**config.mk**
```make
export PLATFORM = sky130hd
export DESIGN_NAME = fetch_status_ctl
export DESIGN_NICKNAME = d
export VERILOG_FILES = /design/src/rtl/fsc_pkg.sv /design/src/rtl/fsc_stall_flags.sv /design/src/rtl/fsc_thread_fsm.sv /design/src/rtl/fsc_activity.sv /design/src/rtl/fetch_status_ctl.sv
export SDC_FILE = /design/constraint.sdc
export NUM_CORES = 1
export LEC_CHECK = 0
export ABC_AREA = 1
export BUFFER_PORTS_ARGS = -buffer_cell sky130_fd_sc_hd__buf_2
export CORE_AREA = 2 2 241 243
export DETAILED_ROUTE_END_ITERATION = 7
export DIE_AREA = 0 0 243 245
export SLEW_MARGIN = 0
export SYNTH_ARGS = -nofsm -noshare
export SYNTH_HDL_FRONTEND = slang
export SYNTH_HIERARCHICAL = 1
export SYNTH_SLANG_ARGS = --single-unit
export TNS_END_PERCENT = 10
```
**constraint.sdc**
```tcl
create_clock -name clk -period 1.75 [get_ports clk]
set_input_delay 0 -clock clk [delete_from_list [all_inputs] [get_ports clk]]
set_output_delay 0 -clock clk [all_outputs]
set_load 0.02 [all_outputs]
```
**src/rtl/fsc_pkg.sv**
```systemverilog
package fsc_pkg;

  typedef enum logic [2:0] {
    ST_RUN   = 3'd0,
    ST_IDLE  = 3'd1,
    ST_SQSH  = 3'd2,
    ST_BLKD  = 3'd3,
    ST_MWAIT = 3'd4,
    ST_MDONE = 3'd5,
    ST_TRAP  = 3'd6,
    ST_QUIES = 3'd7
  } fst_e;

  localparam int unsigned NSTG = 4;

  function automatic logic fst_live(input fst_e s);
    return (s == ST_RUN) || (s == ST_SQSH) || (s == ST_MDONE);
  endfunction

endpackage

```
**src/rtl/fsc_stall_flags.sv**
```systemverilog
module fsc_stall_flags #(
  parameter int unsigned NS = 4
) (
  input  logic          clk,
  input  logic          rst,
  input  logic [NS-1:0] set_i,
  input  logic [NS-1:0] clr_i,
  output logic          any_d
);
  logic [NS-1:0] flag_q, flag_d;

  always_comb begin
    flag_d = (flag_q | set_i) & ~clr_i;
    any_d  = |flag_d;
  end

  always_ff @(posedge clk) begin
    if (rst) flag_q <= '0;
    else     flag_q <= flag_d;
  end
endmodule

```
**src/rtl/fsc_thread_fsm.sv**
```systemverilog
module fsc_thread_fsm
  import fsc_pkg::*;
#(
  parameter int unsigned PCW = 32,
  parameter int unsigned IDW = 4,
  parameter int unsigned ISZ = 4
) (
  input  logic           clk,
  input  logic           rst,
  input  logic           stall_any,
  input  logic           ctx_sw,
  input  logic           cmt_sq,
  input  logic [PCW-1:0] cmt_pc,
  input  logic           rob_sq,
  input  logic           dec_sq,
  input  logic [PCW-1:0] dec_pc,
  input  logic           fill_hit,
  input  logic [IDW-1:0] fill_tag,
  input  logic           miss_go,
  input  logic [IDW-1:0] miss_tag,
  input  logic           ack,
  input  logic           trap_go,
  input  logic           quies_go,
  output fst_e           st_q,
  output fst_e           st_d,
  output logic [PCW-1:0] pc_q,
  output logic [PCW-1:0] npc_q,
  output logic           fill_drop
);
  localparam logic [PCW-1:0] STEP = PCW'(ISZ);

  logic [PCW-1:0] pc_d, npc_d;
  logic [IDW-1:0] tag_q, tag_d;
  logic           pend_q, pend_d;
  logic           take;
  logic           held;

  always_comb begin
    st_d   = st_q;
    pc_d   = pc_q;
    npc_d  = npc_q;
    tag_d  = tag_q;
    pend_d = pend_q;
    take   = 1'b0;
    held   = stall_any | ctx_sw;
    if (cmt_sq) begin
      st_d   = ST_SQSH;
      pc_d   = cmt_pc;
      npc_d  = cmt_pc + STEP;
      pend_d = 1'b0;
    end else if (rob_sq) begin
      st_d = ST_SQSH;
    end else if (dec_sq && st_q != ST_SQSH) begin
      st_d   = ST_SQSH;
      pc_d   = dec_pc;
      npc_d  = dec_pc + STEP;
      pend_d = 1'b0;
    end else if (st_q != ST_MWAIT && held) begin
      st_d = ST_BLKD;
    end else if (st_q == ST_BLKD || st_q == ST_SQSH) begin
      st_d = ST_RUN;
    end else begin
      unique case (st_q)
        ST_MWAIT: begin
          if (fill_hit && pend_q && fill_tag == tag_q) begin
            take   = 1'b1;
            pend_d = 1'b0;
            st_d   = held ? ST_BLKD : ST_MDONE;
          end
        end
        ST_MDONE: if (ack) st_d = ST_RUN;
        ST_RUN: begin
          if (miss_go) begin
            st_d   = ST_MWAIT;
            tag_d  = miss_tag;
            pend_d = 1'b1;
          end else if (trap_go) begin
            st_d = ST_TRAP;
          end else if (quies_go) begin
            st_d = ST_QUIES;
          end
        end
        default: ;
      endcase
    end
    fill_drop = fill_hit & ~take;
  end

  always_ff @(posedge clk) begin
    if (rst) begin
      st_q   <= ST_RUN;
      pc_q   <= '0;
      npc_q  <= STEP;
      tag_q  <= '0;
      pend_q <= 1'b0;
    end else begin
      st_q   <= st_d;
      pc_q   <= pc_d;
      npc_q  <= npc_d;
      tag_q  <= tag_d;
      pend_q <= pend_d;
    end
  end
endmodule

```
**src/rtl/fsc_activity.sv**
```systemverilog
module fsc_activity #(
  parameter int unsigned T = 4
) (
  input  logic         clk,
  input  logic         rst,
  input  logic [T-1:0] live_d,
  input  logic [T-1:0] mask,
  output logic         act_q,
  output logic         up_q,
  output logic         dn_q
);
  logic act_d;
  assign act_d = |(live_d & mask);

  always_ff @(posedge clk) begin
    if (rst) begin
      act_q <= 1'b0;
      up_q  <= 1'b0;
      dn_q  <= 1'b0;
    end else begin
      act_q <= act_d;
      up_q  <= act_d & ~act_q;
      dn_q  <= ~act_d & act_q;
    end
  end
endmodule

```
**src/rtl/fetch_status_ctl.sv**
```systemverilog
module fetch_status_ctl
  import fsc_pkg::*;
#(
  parameter int unsigned T    = 4,
  parameter int unsigned PCW  = 32,
  parameter int unsigned IDW  = 4,
  parameter int unsigned ISZ  = 4,
  parameter int unsigned CNTW = 8,
  localparam int unsigned TIDW = (T > 1) ? $clog2(T) : 1,
  localparam int unsigned NSB  = NSTG * T
) (
  input  logic              clk,
  input  logic              rst,
  input  logic [T-1:0]      thr_active,
  input  logic              ctx_switch,
  input  logic [NSB-1:0]    stall_set,
  input  logic [NSB-1:0]    stall_clr,
  input  logic [T-1:0]      cmt_squash,
  input  logic [T*PCW-1:0]  cmt_redirect,
  input  logic [T-1:0]      rob_squashing,
  input  logic [T-1:0]      dec_squash,
  input  logic [T*PCW-1:0]  dec_redirect,
  input  logic [T-1:0]      miss_start,
  input  logic [T*IDW-1:0]  miss_tag,
  input  logic [T-1:0]      fetch_ack,
  input  logic [T-1:0]      trap_req,
  input  logic [T-1:0]      quiesce_req,
  input  logic              fill_vld,
  input  logic [TIDW-1:0]   fill_tid,
  input  logic [IDW-1:0]    fill_tag,
  output logic [3*T-1:0]    thr_status,
  output logic [T*PCW-1:0]  redirect_pc,
  output logic [T*PCW-1:0]  next_pc,
  output logic              stage_active,
  output logic              stage_act_pulse,
  output logic              stage_deact_pulse,
  output logic [CNTW-1:0]   fill_drop_cnt
);
  logic [T-1:0]    live_d;
  logic [T-1:0]    drop_v;
  logic [CNTW-1:0] cnt_q;

  for (genvar t = 0; t < T; t++) begin : g_thr
    logic [NSTG-1:0] set_t, clr_t;
    logic            any_t;
    logic            hit_t;
    fst_e            st_q_t, st_d_t;

    for (genvar s = 0; s < NSTG; s++) begin : g_stg
      assign set_t[s] = stall_set[s*T+t];
      assign clr_t[s] = stall_clr[s*T+t];
    end

    assign hit_t = fill_vld && (fill_tid == TIDW'(t));

    fsc_stall_flags #(.NS(NSTG)) u_flags (
      .clk(clk), .rst(rst), .set_i(set_t), .clr_i(clr_t), .any_d(any_t)
    );

    fsc_thread_fsm #(.PCW(PCW), .IDW(IDW), .ISZ(ISZ)) u_fsm (
      .clk      (clk),
      .rst      (rst),
      .stall_any(any_t),
      .ctx_sw   (ctx_switch),
      .cmt_sq   (cmt_squash[t]),
      .cmt_pc   (cmt_redirect[t*PCW +: PCW]),
      .rob_sq   (rob_squashing[t]),
      .dec_sq   (dec_squash[t]),
      .dec_pc   (dec_redirect[t*PCW +: PCW]),
      .fill_hit (hit_t),
      .fill_tag (fill_tag),
      .miss_go  (miss_start[t]),
      .miss_tag (miss_tag[t*IDW +: IDW]),
      .ack      (fetch_ack[t]),
      .trap_go  (trap_req[t]),
      .quies_go (quiesce_req[t]),
      .st_q     (st_q_t),
      .st_d     (st_d_t),
      .pc_q     (redirect_pc[t*PCW +: PCW]),
      .npc_q    (next_pc[t*PCW +: PCW]),
      .fill_drop(drop_v[t])
    );

    assign thr_status[t*3 +: 3] = st_q_t;
    assign live_d[t]            = fst_live(st_d_t);
  end

  fsc_activity #(.T(T)) u_act (
    .clk(clk), .rst(rst), .live_d(live_d), .mask(thr_active),
    .act_q(stage_active), .up_q(stage_act_pulse), .dn_q(stage_deact_pulse)
  );

  always_ff @(posedge clk) begin
    if (rst)          cnt_q <= '0;
    else if (|drop_v) cnt_q <= cnt_q + 1'b1;
  end
  assign fill_drop_cnt = cnt_q;
endmodule

```
==> metrics.txt <==
dpl hpwl=~55000 um; Layout Nets=~4400; Vias=between 20000 and 25000; CTS buffer count=approximately 40; Synth area leader=dfxtp_1; fin. max-slew vios=0; largest fanout on the critical path=3; Boundary Pins=~630; Synth Register Bits=between 300 and 400; setup TNS=-0.7318 ns; FFs w/ async S/R, synth=0; synthesized area=about 18000 sq um; Synth cell types=49; Layout area overhead=58.47%; Reg2Reg Depth=16; DRT iter0 DRCs=1289; post-synthesis xor/xnor area fraction=0.01447; Mapped Cells=2887; top_reg_cell synth=dfxtp_1; Tmin final=between 2 and 2.5 ns; worst path bufs/invs=0; Least-Margin Pin Slew=~0.46 ns; failing checks=setup timing; FF+latch area=6158 sq um; Bufs on Longest Clock Path=3; post-route cell area=roughly 29000 sq um; global placement routability congestion=a little over 0.9; clk slew on worst S/H paths=approximately 0.060 ns; outcome=finished, violations left; RSZ-0062 raised after global routing=true; Synth Warn #=6; initial antenna violation count=4; drt wl/cell=between 15 and 20 um; CTS Sinks=between 300 and 400; die footprint=59540 sq um; Peak Freq=around 490 MHz; largest vdd supply drop=approximately 0.74 mV; first-pass GRT wire length=between 100000 and 150000 um; Synth Net Count=~3200; number of synthesized flops with an enable pin=0; Final ANT Viol Nets=0; clk_lat worst skew=0.56 ns; layout cells sized above 1=0.3123; fin crit share=1.156; reg-to-reg slack, setup=-0.27 ns; Starting Density=0.3184; grt total ovfl=0; Filler Cells Inserted=5710; final worst slack=-0.2734 ns; max incr delay on CP=0.33 ns; placed inst area=approximately 24000 sq um; worst min-delay path category=input port to register; cell repeated most along the worst path=nand2_1; Synth Area in Compound Gates=0.1413; Buffers on Ports=~620; Total GRT Usage=0.2400; CP Data Arrival Time=~2.5 ns; CP Class=register to register; clock root buffer=clkbuf_16; Hold Path End=g_thr[3].u_fsm/pc_q[12]$_SDFFE_PP0P_; simple-gate share of the synthesized area=0.3980; pre-CTS setup slack=-0.3643 ns; core area=roughly 57000 sq um; mux contribution to synthesized area=0; max_cap viols=0; max_slew headroom=0.6926; H-tree depth=2; via count of the first global-routing pass=about 21000; post-synthesis sequential area ratio=0.3384; Critical Path Start Type=register; footprint of the multi-input gates=10490 sq um; dpl cells=4425; Crit-path slowest cell=dfxtp_2; FP Rows=between 80 and 90; largest net degree at the start of global routing=70; overall power after layout=roughly 22 mW; Cell Pwr Density=approximately 770 nW/um^2; Max Clock Skew=~0.019 ns; fin cells=between 4000 and 5000; number of remaining DRC errors=0; Adder-Cell Fraction of Synth Area=0.003444; Die Span Y=between 200 and 250 um; min-delay src=dec_redirect[108]; Final setup viols=4; drt total wl=75720 um; share of the synthesized area in the top cell type=0.3384; DRT Pass-1 Iters=6; Via density=roughly 4.7; reg2reg end=u_act/dn_q$_SDFF_PP0_; R2R Path Start=g_thr[0].u_flags/flag_q[0]$_SDFF_PP0_; Critical Path, Cell by Cell=nor2_4 > nor2_1 > nor2_1 > nand2_1 > or2_4 > o21ai_2 > nand2_1 > a21oi_1 > a21boi_2 > nand3b_1 > o21ai_1 > nand2_1 > nand2_2 > nor2_4 > nand2_1 > nor2_1; CTS tree=built; Syn Area/Cell=roughly 6.3 sq um; Critical Path RT=2.18 ns; final hold violation count=0; Synth area leaders=dfxtp_1 (34%), nand2_1 (20%), nor2_1 (6.9%), inv_1 (5.6%), o21ai_0 (4.5%); dominant delay contributor by cell family on the critical path=simple AND/OR/NAND/NOR gates; cell count of the worst hold path=6; largest family of logic cells by synthesized area=simple AND/OR/NAND/NOR gates; chip width=approximately 240 um; LEAKAGE=approximately 14 nW; Crit. End Element=register
[flip-flops by register name, summed over array words and instances (netlist names)]
signal                count
g_thr.u_fsm/pend_q        4
u_act/up_q                1
u_act/act_q               1
g_thr.u_fsm/pc_q        128
g_thr.u_fsm/tag_q        16
fill_drop_cnt             8
u_act/dn_q                1
g_thr.u_flags/flag_q     16
g_thr.u_fsm/st_q         12
g_thr.u_fsm/npc_q       120
[final cells by class]
class | instances | share of cell area
multi-input combinational | 2165 | 0.3645
timing repair buffer | 1217 | 0.3000
sequential | 307 | 0.2140
clock buffer | 53 | 0.04078
inverter | 293 | 0.03882
tap | 765 | 0.03326
clock inverter | 22 | 0.008607
antenna | 1 | 0.00008694
[stage by stage]
step	util	hold slack (ns)
floorplan	-	0.06907
global placement	0.4162	0.1813
finish	0.5047	0.02390
detailed placement	0.4162	0.1823
global route	0.5047	0.05268
CTS	0.4973	0.0002910
[where the power goes]
part | internal, mW | leakage, nW | switching, mW
Sequential | 7.50 | 2.54 | 0.269
Clock | 5.37 | 0.703 | 3.44
Combinational | 2.37 | 11.0 | 3.28
[synthesized netlist by cell type (all sizes together) (5+ instances only)]
master and count:
nand2 1027, nor2 413, dfxtp 307, inv 290, o21ai 192, a21oi 145
nand3 144, buf 83, nor3 51, a211oi 41, clkbuf 40, a31oi 32
xor2 28, o211ai 16, or2 15, o21bai 13, nand4 12, and2 7
a21boi 6, ha 5
[worst min-delay path, stage by stage]
cell     delay [ns]
buf_2          0.08
nand2_1        0.04
nand2_1        0.14
buf_4          0.14
nor2_1         0.05
nor2_1         0.09
[how the worst max path moves through the flow]
stage / from / end / slack, ns / depth (start not counted)
finish: g_thr[0].u_flags/flag_q[0]$_SDFF_PP0_ / u_act/dn_q$_SDFF_PP0_ / -0.27 / 16
global route: g_thr[0].u_flags/flag_q[2]$_SDFF_PP0_ / u_act/dn_q$_SDFF_PP0_ / -0.47 / 16
CTS: g_thr[0].u_flags/flag_q[0]$_SDFF_PP0_ / u_act/dn_q$_SDFF_PP0_ / -0.28 / 16
detailed placement: g_thr[0].u_flags/flag_q[0]$_SDFF_PP0_ / u_act/up_q$_SDFF_PP0_ / -0.36 / 15
global placement: g_thr[0].u_flags/flag_q[0]$_SDFF_PP0_ / u_act/dn_q$_SDFF_PP0_ / -0.33 / 16
floorplan: g_thr[3].u_fsm/st_q[0]$_SDFF_PP0_ / u_act/dn_q$_SDFF_PP0_ / 0.009 / 14
[layer usage]
| layer | wire, um | global-route usage | share of wire |
|---|---|---|---|
| met2 | 35240 | 0.3949 | 0.47 |
| met3 | 4420 | 0.04111 | 0.058 |
| met5 | 33 | 0 | 0.00044 |
| met1 | 33630 | 0.3165 | 0.44 |
| met4 | 2397 | 0.08409 | 0.032 |
[cell usage in the layout (no fill, tap or decap), types with 28 or more instances in the layout]
cell,n
nand2_1,947
buf_2,623
nor2_1,315
dlygate4sd3_1,313
dfxtp_1,297
inv_1,268
buf_4,257
o21ai_0,153
a21oi_1,137
nand3_1,130
nand2_2,73
nor2_2,71
clkbuf_16,46
nor3_1,44
a211oi_1,37
a31oi_1,29
xor2_1,28
[timing repair]
item                                    4_1_cts  5_1_grt
endpoints found under the setup margin       19      169
gates resized for setup                      11       97
pin swaps                                     7       25
hold endpoints to repair                    213        0
setup buffers                                 2        4
cloned                                        0        4
hold buffers                                314        0
[kinds of logic (layout without fill, tap and decap cells)]
group           after synthesis  after routing
compound gates              451            451
simple gates               1678           1679
fa+ha+maj                     5              5
other cells                   0              1
flops                       307            307
buf+inv                     416           1585
xor+xnor                     30             30
(Power assumes the default switching activity.)
